<file path="src/rtl/serout_pkg.sv">
`timescale 1ns/1ps
package serout_pkg;
    localparam int CODE_W = 3;

    typedef enum logic [CODE_W-1:0] {
        SRC_I     = 3'd0,
        SRC_Q     = 3'd1,
        SRC_MAG   = 3'd2,
        SRC_PHASE = 3'd3,
        SRC_FREQ  = 3'd4,
        SRC_AGC   = 3'd5,
        SRC_ZERO0 = 3'd6,
        SRC_ZERO1 = 3'd7
    } src_code_e;

    typedef enum logic [1:0] {
        ST_IDLE,
        ST_ALIGN,
        ST_LEAD,
        ST_SHIFT
    } fmt_state_e;
endpackage

</file>
<file path="src/rtl/serout_clkgen.sv">
`timescale 1ns/1ps
module serout_clkgen #(
    parameter int MAX_LOG = 4,
    parameter int SEL_W   = 3
) (
    input  logic             clk,
    input  logic             rst_n,
    input  logic [SEL_W-1:0] div_sel,
    input  logic             sclk_inv,
    output logic             tick,
    output logic             sclk
);
    logic [MAX_LOG-1:0] phase_q;
    logic [MAX_LOG-1:0] mask;
    logic [SEL_W-1:0]   eff_log;
    logic               base;

    always_comb begin
        eff_log = (div_sel > SEL_W'(MAX_LOG)) ? SEL_W'(MAX_LOG) : div_sel;
    end

    always_comb begin
        mask = '0;
        for (int b = 0; b < MAX_LOG; b++) begin
            mask[b] = (b < int'(eff_log));
        end
    end

    always_ff @(posedge clk or negedge rst_n) begin
        if (!rst_n) phase_q <= '0;
        else        phase_q <= phase_q + 1'b1;
    end

    assign tick = ((phase_q & mask) == mask);

    always_comb begin
        if (eff_log == '0) base = ~clk;
        else               base = phase_q[int'(eff_log) - 1];
    end

    assign sclk = base ^ sclk_inv;
endmodule

</file>
<file path="src/rtl/serout_seq.sv">
`timescale 1ns/1ps
module serout_seq
    import serout_pkg::*;
#(
    parameter int WORD_W    = 16,
    parameter int SEQ_DEPTH = 8
) (
    input  logic                        clk,
    input  logic                        rst_n,
    input  logic                        tick,
    input  logic                        res_valid,
    input  logic [6*WORD_W-1:0]         res_bank,
    input  logic                        cfg_lead,
    input  logic                        cfg_dual,
    input  logic [$clog2(SEQ_DEPTH)-1:0] cfg_last,
    input  logic [SEQ_DEPTH*CODE_W-1:0] cfg_seq,
    output logic                        sd_pri,
    output logic                        sd_aux,
    output logic                        sync_raw,
    output logic                        overflow
);
    localparam int IDX_W = $clog2(SEQ_DEPTH);
    localparam int CNT_W = $clog2(WORD_W);
    localparam int NSRC  = 6;

    fmt_state_e state, state_n;

    logic [NSRC*WORD_W-1:0]     snap_q;
    logic [SEQ_DEPTH*CODE_W-1:0] seq_q;
    logic [IDX_W-1:0]           last_q;
    logic                       dual_q, lead_q;
    logic [WORD_W-1:0]          sh_pri, sh_aux, ld_pri, ld_aux;
    logic [CNT_W-1:0]           bit_cnt;
    logic [IDX_W-1:0]           slot_idx, nxt_slot, last_slot;
    logic                       sync_q, ovf_q, bit_last, slot_last;
    int                         pe, ae;

    function automatic logic [WORD_W-1:0] pick(input logic [CODE_W-1:0] code,
                                               input logic [NSRC*WORD_W-1:0] bank);
        if (code <= SRC_AGC) return bank[int'(code)*WORD_W +: WORD_W];
        return '0;
    endfunction

    // slot addressing: single mode one entry per slot, dual mode a pair
    always_comb begin
        nxt_slot  = (state == ST_SHIFT) ? slot_idx + 1'b1 : '0;
        last_slot = dual_q ? (last_q >> 1) : last_q;
        pe        = dual_q ? 2 * int'(nxt_slot) : int'(nxt_slot);
        ae        = dual_q ? pe + 1 : pe;
        ld_pri    = (pe <= int'(last_q)) ? pick(seq_q[pe*CODE_W +: CODE_W], snap_q) : '0;
        ld_aux    = (ae <= int'(last_q)) ? pick(seq_q[ae*CODE_W +: CODE_W], snap_q) : '0;
        bit_last  = (bit_cnt == CNT_W'(WORD_W - 1));
        slot_last = (slot_idx == last_slot);
    end

    // next-state logic
    always_comb begin
        state_n = state;
        unique case (state)
            ST_IDLE:  if (res_valid) state_n = ST_ALIGN;
            ST_ALIGN: if (tick)      state_n = lead_q ? ST_LEAD : ST_SHIFT;
            ST_LEAD:  if (tick)      state_n = ST_SHIFT;
            ST_SHIFT: if (tick && bit_last && slot_last) state_n = ST_IDLE;
        endcase
    end

    always_ff @(posedge clk or negedge rst_n) begin
        if (!rst_n) state <= ST_IDLE;
        else        state <= state_n;
    end

    always_ff @(posedge clk or negedge rst_n) begin
        if (!rst_n) begin
            snap_q   <= '0;
            seq_q    <= '0;
            last_q   <= '0;
            dual_q   <= 1'b0;
            lead_q   <= 1'b0;
            sh_pri   <= '0;
            sh_aux   <= '0;
            bit_cnt  <= '0;
            slot_idx <= '0;
            sync_q   <= 1'b0;
            ovf_q    <= 1'b0;
        end else begin
            if (res_valid && state == ST_IDLE) begin
                snap_q <= res_bank;
                seq_q  <= cfg_seq;
                last_q <= cfg_last;
                dual_q <= cfg_dual;
                lead_q <= cfg_lead;
            end
            if (res_valid && state != ST_IDLE) ovf_q <= 1'b1;
            if (tick) begin
                sync_q <= 1'b0;
                case (state)
                    ST_ALIGN: begin
                        sync_q <= 1'b1;
                        if (!lead_q) begin
                            sh_pri   <= ld_pri;
                            sh_aux   <= ld_aux;
                            bit_cnt  <= '0;
                            slot_idx <= nxt_slot;
                        end
                    end
                    ST_LEAD: begin
                        sh_pri   <= ld_pri;
                        sh_aux   <= ld_aux;
                        bit_cnt  <= '0;
                        slot_idx <= nxt_slot;
                    end
                    ST_SHIFT: begin
                        if (bit_last) begin
                            if (!slot_last) begin
                                sh_pri   <= ld_pri;
                                sh_aux   <= ld_aux;
                                bit_cnt  <= '0;
                                slot_idx <= nxt_slot;
                            end
                        end else begin
                            sh_pri  <= sh_pri << 1;
                            sh_aux  <= sh_aux << 1;
                            bit_cnt <= bit_cnt + 1'b1;
                        end
                    end
                    default: ;
                endcase
            end
        end
    end

    // outputs
    always_comb begin
        sd_pri   = (state == ST_SHIFT) ? sh_pri[WORD_W-1] : 1'b0;
        sd_aux   = (state == ST_SHIFT) ? sh_aux[WORD_W-1] : 1'b0;
        sync_raw = sync_q;
        overflow = ovf_q;
    end

    // sync lasts a single bit period
    a_r5_sync_one_period: assert property (@(posedge clk) disable iff (!rst_n)
        (sync_q && tick) |=> !sync_q);
    // a result during a frame raises the flag
    a_r8_busy_result_flags: assert property (@(posedge clk) disable iff (!rst_n)
        (res_valid && state != ST_IDLE) |=> ovf_q);
    // flag is sticky
    a_r8_overflow_sticky: assert property (@(posedge clk) disable iff (!rst_n)
        ovf_q |=> ovf_q);
    // no sync while idle
    a_r11_idle_quiet: assert property (@(posedge clk) disable iff (!rst_n)
        (state == ST_IDLE) |-> !sync_q);
endmodule

</file>
<file path="src/rtl/serout_fmt.sv">
`timescale 1ns/1ps
module serout_fmt #(
    parameter int WORD_W      = 16,
    parameter int SEQ_DEPTH   = 8,
    parameter int MAX_DIV_LOG = 4
) (
    input  logic                         clk,
    input  logic                         rst_n,
    input  logic                         res_valid,
    input  logic [WORD_W-1:0]            res_i,
    input  logic [WORD_W-1:0]            res_q,
    input  logic [WORD_W-1:0]            res_mag,
    input  logic [WORD_W-1:0]            res_phase,
    input  logic [WORD_W-1:0]            res_freq,
    input  logic [WORD_W-1:0]            res_agc,
    input  logic [2:0]                   cfg_div_sel,
    input  logic                         cfg_sclk_inv,
    input  logic                         cfg_sync_inv,
    input  logic                         cfg_sync_lead,
    input  logic                         cfg_dual,
    input  logic [$clog2(SEQ_DEPTH)-1:0] cfg_seq_last,
    input  logic [3*SEQ_DEPTH-1:0]       cfg_seq,
    output logic                         sclk,
    output logic                         sdata_pri,
    output logic                         sdata_aux,
    output logic                         sync_out,
    output logic                         overflow
);
    logic tick_w, sd_pri_w, sd_aux_w, sync_w;

    serout_clkgen #(.MAX_LOG(MAX_DIV_LOG), .SEL_W(3)) clkgen_i (
        .clk      (clk),
        .rst_n    (rst_n),
        .div_sel  (cfg_div_sel),
        .sclk_inv (cfg_sclk_inv),
        .tick     (tick_w),
        .sclk     (sclk)
    );

    serout_seq #(.WORD_W(WORD_W), .SEQ_DEPTH(SEQ_DEPTH)) seq_i (
        .clk       (clk),
        .rst_n     (rst_n),
        .tick      (tick_w),
        .res_valid (res_valid),
        .res_bank  ({res_agc, res_freq, res_phase, res_mag, res_q, res_i}),
        .cfg_lead  (cfg_sync_lead),
        .cfg_dual  (cfg_dual),
        .cfg_last  (cfg_seq_last),
        .cfg_seq   (cfg_seq),
        .sd_pri    (sd_pri_w),
        .sd_aux    (sd_aux_w),
        .sync_raw  (sync_w),
        .overflow  (overflow)
    );

    assign sdata_pri = sd_pri_w;
    assign sdata_aux = sd_aux_w;
    assign sync_out  = sync_w ^ cfg_sync_inv;

    // data lines move only on bit-period boundaries
    a_r4_pri_on_boundary: assert property (@(posedge clk) disable iff (!rst_n)
        !tick_w |=> $stable(sd_pri_w));
    a_r4_aux_on_boundary: assert property (@(posedge clk) disable iff (!rst_n)
        !tick_w |=> $stable(sd_aux_w));
endmodule

</file>
<file path="config.mk">
export PLATFORM = sky130hd
export DESIGN_NAME = serout_fmt
export DESIGN_NICKNAME = d
export VERILOG_FILES = /design/src/rtl/serout_pkg.sv /design/src/rtl/serout_clkgen.sv /design/src/rtl/serout_seq.sv /design/src/rtl/serout_fmt.sv
export SDC_FILE = /design/constraint.sdc
export NUM_CORES = 1
export LEC_CHECK = 0
export ABC_CLOCK_PERIOD_IN_PS = 6500
export CAP_MARGIN = 15
export CORE_MARGIN = 4
export CORE_UTILIZATION = 35
export DETAILED_ROUTE_END_ITERATION = 10
export GPL_ROUTABILITY_DRIVEN = 0
export PLACE_DENSITY = 0.63
export SYNTH_ARGS = -nofsm -noshare
export SYNTH_HDL_FRONTEND = slang
export SYNTH_SLANG_ARGS = --single-unit
</file>
<file path="constraint.sdc">
create_clock -name clk -period 6.5 [get_ports clk]
set_clock_uncertainty 0.2 [all_clocks]
set_input_delay 1.3 -clock clk [delete_from_list [all_inputs] [get_ports clk]]
set_output_delay 1.3 -clock clk [all_outputs]
set_load 0.02 [all_outputs]
</file>
==> flow_summary.yaml, run 1 <==
power_and_ir_drop:
  p_leak_nw: 5.32
  p_seq_frac: 0.252
  clkPwrFrac: 0.135
  combPwrFrac: 0.613
  p_per_area_mw_per_mm2: 655
  switching_share: 0.445
  ir_worst_vdd_mv: 0.415
  power_mw: 8.58
  switchingPower_mw: 3.82
  p_int_mw: 4.76
layout:
  final_cells: 1459
  area_delta_synth_final_pct: 23.0
  regArea_mm2: 0.00430
  nets: 1220
  fill_cells: 2771
  drive_above_1_share: 0.253
  n_antenna_cell: 0
  stdcell_area_mm2: 0.0131
  multi_input_area_mm2: 0.00600
timing:
  worst_slew_pin_slew_ns: 1.03
  min_period_ns: 5.97
  setup_tns_ns: 0
  fmax_mhz: 169
  maxSlewHeadroom: 0.313
  layout_setup_ws_ns: 0.529
  setup_viol: 0
  slew_violations: 0
  rsz0062_at_grt: "false"
  period_share: 0.919
  final_hold_viol_count: 0
worst_setup_path:
  start_kind: "clock port"
  cp_cell_sequence: "clkbuf_16 > clkbuf_16 > o21ai_0 > xor2_1 > clkdlybuf4s50_1"
  cpPeakStageDelay_ns: 0.61
  path_max_fanout: 2
  worstSetupEndpointType: "primary output"
  crit_type: "clock port to primary output"
  cpMostUsedCell: "clkbuf_16"
  crit_arrival_ns: 4.47
  critical_path_required_ns: 5.00
  slowest_stage: "clkdlybuf4s50_1"
logic_synthesis:
  synth_area_per_cell_um2: 11.3
  syn_area_mm2: 0.0106
  yosysTopAreaCell: "dfrtp_1"
  synth-seq-cells: 172
  seq_area_frac_synth: 0.404
  synth.top_cell.area_share: 0.404
  synth_edf_count: 0
  ys_warn_count: 0
  synth_cells: 943
  synth_area_leaders: "dfrtp_1 40%, mux2_2 18%, mux4_2 4.7%"
  ys_types: 69
  syn_nets: 1107
  ys_async_sr_fraction: 1.00
  synth_flop_cell: "dfrtp_1"
clock_network:
  ctsResizeCount: 0
  clk_pin_slew_ns: 0.07
  cts_hold_buf: 0
  postCtsSetupBuffers: 0
  clock_latency_ns: 0.56
  cts_tree: "built"
routing:
  remaining_drc_errors: 0
  vias: 8111
  drt-wirelength-per-cell_um: 20.2
  drt_iter0_markers: 827
  routed_via_density: 5.56
  drt_pre_antenna_iters: 5
  ant_nets: 0
  totalWireLength_um: 29400
flow_run:
  maxCapViolations: 0
die:
  die-width_um: 182
  io_pins: 138
  initial_core_util: 0.357
  dieArea_mm2: 0.0333
  rows: 63
  die_y_um: 182
  core_mm2: 0.0298
placement:
  place.port_buffers: 137
  placed_cells: 1423
  hpwl_um: 21200
  placed_cell_area_mm2: 0.0124
  pre_cts_ws_ns: 0.577
grt:
  overflow: 0
  grt_use_total: 0.178
  grt_pass1_wl_um: 46400
  grt_max_degree: 86
  antenna_found_initial: 0
  grt_pass1_vias: 8343
status:
  status: "finished clean"
min_path:
  hold_path.class: "flip-flop to flip-flop"
[path summary, 6_finish.rpt]
kind / cells past startpoint / slack [ns] / endpoint / start
worst max-delay path: 5 / 0.53 / sclk / clk
worst min-delay path: 1 / 0.27 / seq_i.overflow / seq_i.overflow
worst max register to register: 20 / 0.59 / seq_i.sh_aux[0] / seq_i.state[0]
worst min register to register: 1 / 0.27 / seq_i.overflow / seq_i.overflow
max in group asynchronous: 2 / 4.34 / seq_i.seq_q[1] / rst_n
min in group asynchronous: 1 / 0.61 / seq_i.snap_q[86] / rst_n
[synth_stat cells (9+ instances only)]
cell type    n
a21boi_1    15
a21oi_1     51
a221oi_2    11
a22oi_1     19
buf_1        9
buf_2       12
clkbuf_1    37
dfrtp_1    172
ha_1        29
inv_1       19
mux2_1      24
mux2_2     171
mux2i_1     41
mux4_2      22
nand2_1     54
nand2b_1    10
nand3_1     38
nor2_1      34
o21ai_0     37
o22a_1      15
[critical path: cells and delay by family]
kind | cells | cell delay [ns]
buffers and inverters | 3 | 0.85
AOI/OAI and AO/OA | 1 | 0.20
xor gates and xnor gates | 1 | 0.16
[metal layers]
metal	track usage	part of all wire
met1	0.228	0.42
met2	0.300	0.50
met4	0.0606	0.029
met3	0.0371	0.053
met5	0	0
[cell usage in the layout (no fill, tap or decap), drive strengths merged, types with 5 or more instances in the layout]
master / count
o21ai: 38
nand2: 56
inv: 28
mux2: 195
o22a: 15
clkinv: 6
clkbuf: 20
a21boi: 15
a22oi: 20
nand3: 38
a211oi: 6
mux4: 22
xnor2: 7
nor3: 6
a221oi: 19
nor2b: 9
xor2: 7
and2: 7
a21oi: 51
clkdlybuf4s50: 136
mux2i: 41
dfrtp: 172
a31oi: 5
buf: 19
nor2: 34
o31ai: 5
nand2b: 10
ha: 29
[cell type report]
class,count,area share
flip-flops and latches,172,0.329
multi-input cells,686,0.458
well taps,390,0.0373
clock inverters,15,0.0142
clock buffers,21,0.0390
inverters,21,0.00602
repair buffers,154,0.116
[power by group through the flow]
stage / logic, mW / clock network, mW / registers [mW]
after floorplan: 4.05 / 0.00590 / 1.91
after global placement: 5.16 / 0.0103 / 2.15
after detailed placement: 5.22 / 0.0103 / 2.17
after CTS: 5.24 / 1.19 / 2.15
after global routing: 5.65 / 1.24 / 2.23
final: 5.25 / 1.16 / 2.16
[registers in the layout (all words and copies together), names as in the netlist]
register and count:
clkgen_i.phase_q 4, seq_i.sync_raw 1, seq_i.seq_q 24, seq_i.state 2, seq_i.bit_cnt 4, seq_i.snap_q 96, seq_i.sh_pri 16, seq_i.dual_q 1
seq_i.sh_aux 16, seq_i.slot_idx 3, seq_i.last_q 3, seq_i.overflow 1, seq_i.lead_q 1
[through the flow]
step                      utilization  hold WS (ns)
after floorplan                     -         0.248
after global placement          0.416         0.268
after detailed placement        0.416         0.266
after CTS                       0.439         0.283
after global routing            0.439         0.292
final                           0.439         0.275
[kinds of logic (layout without fill, tap and decap cells)]
logic type | count (synthesis) | after routing | synth area share
XOR/XNOR | 14 | 14 | 0.0115
AO/OA/AOI/OAI | 205 | 205 | 0.137
flip-flops | 172 | 172 | 0.404
buffers and inverters | 85 | 211 | 0.0357
adder cells (fa/ha/maj) | 31 | 31 | 0.0379
AND/OR/NAND/NOR | 178 | 178 | 0.0816
multiplexers | 258 | 258 | 0.291
No activity file was read; power rests on OpenSTA's default activity.
==> inputs of run 2 (changes only) <==
--- a/config.mk
+++ b/config.mk
@@ -11,7 +11,9 @@
 export CORE_UTILIZATION = 35
 export DETAILED_ROUTE_END_ITERATION = 10
 export GPL_ROUTABILITY_DRIVEN = 0
+export MAX_ROUTING_LAYER = met4
 export PLACE_DENSITY = 0.63
 export SYNTH_ARGS = -nofsm -noshare
 export SYNTH_HDL_FRONTEND = slang
 export SYNTH_SLANG_ARGS = --single-unit
+export TNS_END_PERCENT = 100
==> flow_summary.yaml, run 2 (synthesis results as in run 1) <==
clock_network:
  cts_hold_buf: 0
  clk_pin_slew_ns: 0.07
  ctsResizeCount: 0
  clock_latency_ns: 0.55
  postCtsSetupBuffers: 0
  cts_tree: "built"
die:
  rows: 63
  core_mm2: 0.0298
  initial_core_util: 0.357
  dieArea_mm2: 0.0333
  die-width_um: 182
  die_y_um: 182
  io_pins: 138
worst_setup_path:
  cp.depth: 5
  regToRegEndpoint: "seq_i.sh_aux[0]"
  crit_arrival_ns: 4.47
  crit_type: "clock port to primary output"
  slowest_stage: "clkdlybuf4s50_1"
  endpoint: "sclk"
  path_delay_family: "buffers and inverters"
  worstSetupEndpointType: "primary output"
  r2r_start: "seq_i.state[0]"
  critical_path_required_ns: 5.00
  path_buf_inv: 3
  r2r_slack_ns: 0.60
  reg2reg_depth: 20
  cpPeakStageDelay_ns: 0.61
  cp_cell_sequence: "clkbuf_16 > clkbuf_16 > o21ai_0 > xor2_1 > clkdlybuf4s50_1"
  cpMostUsedCell: "clkbuf_16"
  path_max_fanout: 2
  start_kind: "clock port"
  crit_path_start: "clk"
placement:
  place.port_buffers: 137
  hpwl_um: 21200
  placed_cells: 1423
  placed_cell_area_mm2: 0.0124
power_and_ir_drop:
  ir_worst_vdd_mv: 0.414
  combPwrFrac: 0.612
  power_mw: 8.58
  switchingPower_mw: 3.83
  clkPwrFrac: 0.135
  p_per_area_mw_per_mm2: 656
  p_int_mw: 4.76
  switching_share: 0.446
  p_seq_frac: 0.252
  p_leak_nw: 5.32
grt:
  antenna_found_initial: 0
  grt_pass1_wl_um: 46500
  grt_use_total: 0.183
  grt_pass1_vias: 8345
  grt_max_degree: 86
  overflow: 0
routing:
  totalWireLength_um: 29500
  drt_iter0_markers: 660
  vias: 8143
  remaining_drc_errors: 0
  drt_pre_antenna_iters: 5
  routed_via_density: 5.58
  ant_nets: 0
  drt-wirelength-per-cell_um: 20.2
timing:
  hold_ws_ns: 0.275
  setup_viol: 0
  slew_violations: 0
  setup_tns_ns: 0
  rsz0062_at_grt: "false"
  final_hold_viol_count: 0
  worst_slew_pin_slew_ns: 1.02
  maxSlewHeadroom: 0.315
layout:
  final_cell_mix: "172 x dfrtp_1, 171 x mux2_2, 136 x clkdlybuf4s50_1"
  fill_cells: 2771
  largest_reg_flops: 96
  nets: 1220
  final_common_cell: "dfrtp_1"
  final_cells: 1459
  top_register: "seq_i.snap_q"
  stdcell_area_mm2: 0.0131
  drive_above_1_share: 0.253
  n_antenna_cell: 0
  area_delta_synth_final_pct: 23.0
  reg_top3: "seq_i.snap_q (96), seq_i.seq_q (24)"
status:
  status: "finished clean"
flow_run:
  maxCapViolations: 0
min_path:
  hold_path.class: "flip-flop to flip-flop"
==> run 2: cell counts in the layout (fill, tap and decap cells not counted) <==
Identical to the previous run, type by type.
==> run 2: worst min-delay path by stage <==
| stage | from | end | slack, ns | cells after the start |
|---|---|---|---|---|
| floorplan | seq_i.sh_aux[0] | seq_i.sh_aux[0] | 0.25 | 2 |
| global placement | seq_i.overflow | seq_i.overflow | 0.27 | 1 |
| detailed placement | seq_i.overflow | seq_i.overflow | 0.27 | 1 |
| CTS | seq_i.overflow | seq_i.overflow | 0.28 | 1 |
| global route | seq_i.overflow | seq_i.overflow | 0.29 | 1 |
| finish | seq_i.overflow | seq_i.overflow | 0.28 | 1 |
==> run 2: layout make-up <==
type | instances | area [um2] | share of cell area
tap | 390 | 488 | 0.0373
sequential | 172 | 4300 | 0.329
clock buffer | 21 | 510 | 0.0390
timing repair buffer | 154 | 1520 | 0.116
multi-input combinational | 686 | 6000 | 0.458
clock inverter | 15 | 186 | 0.0142
inverter | 21 | 78.8 | 0.00602
==> run 2: per-layer routing <==
layer	part of all wire	track usage
met4	0.027	0.0603
met2	0.50	0.302
met3	0.051	0.0343
met5	0	-
met1	0.42	0.229
==> run 2: metrics by stage <==
stage	setup slack, ns	utilization
floorplan	0.983	-
global placement	0.813	0.416
detailed placement	0.577	0.416
CTS	0.509	0.439
global route	0.139	0.439
finish	0.528	0.439
==> run 2: power by group through the flow <==
stage                     combinational [mW]  sequential, mW  clock [mW]
after detailed placement                5.22            2.17      0.0103
final                                   5.25            2.16        1.16
after CTS                               5.24            2.15        1.19
after global routing                    5.65            2.23        1.23
after global placement                  5.16            2.15      0.0103
after floorplan                         4.05            1.91     0.00590
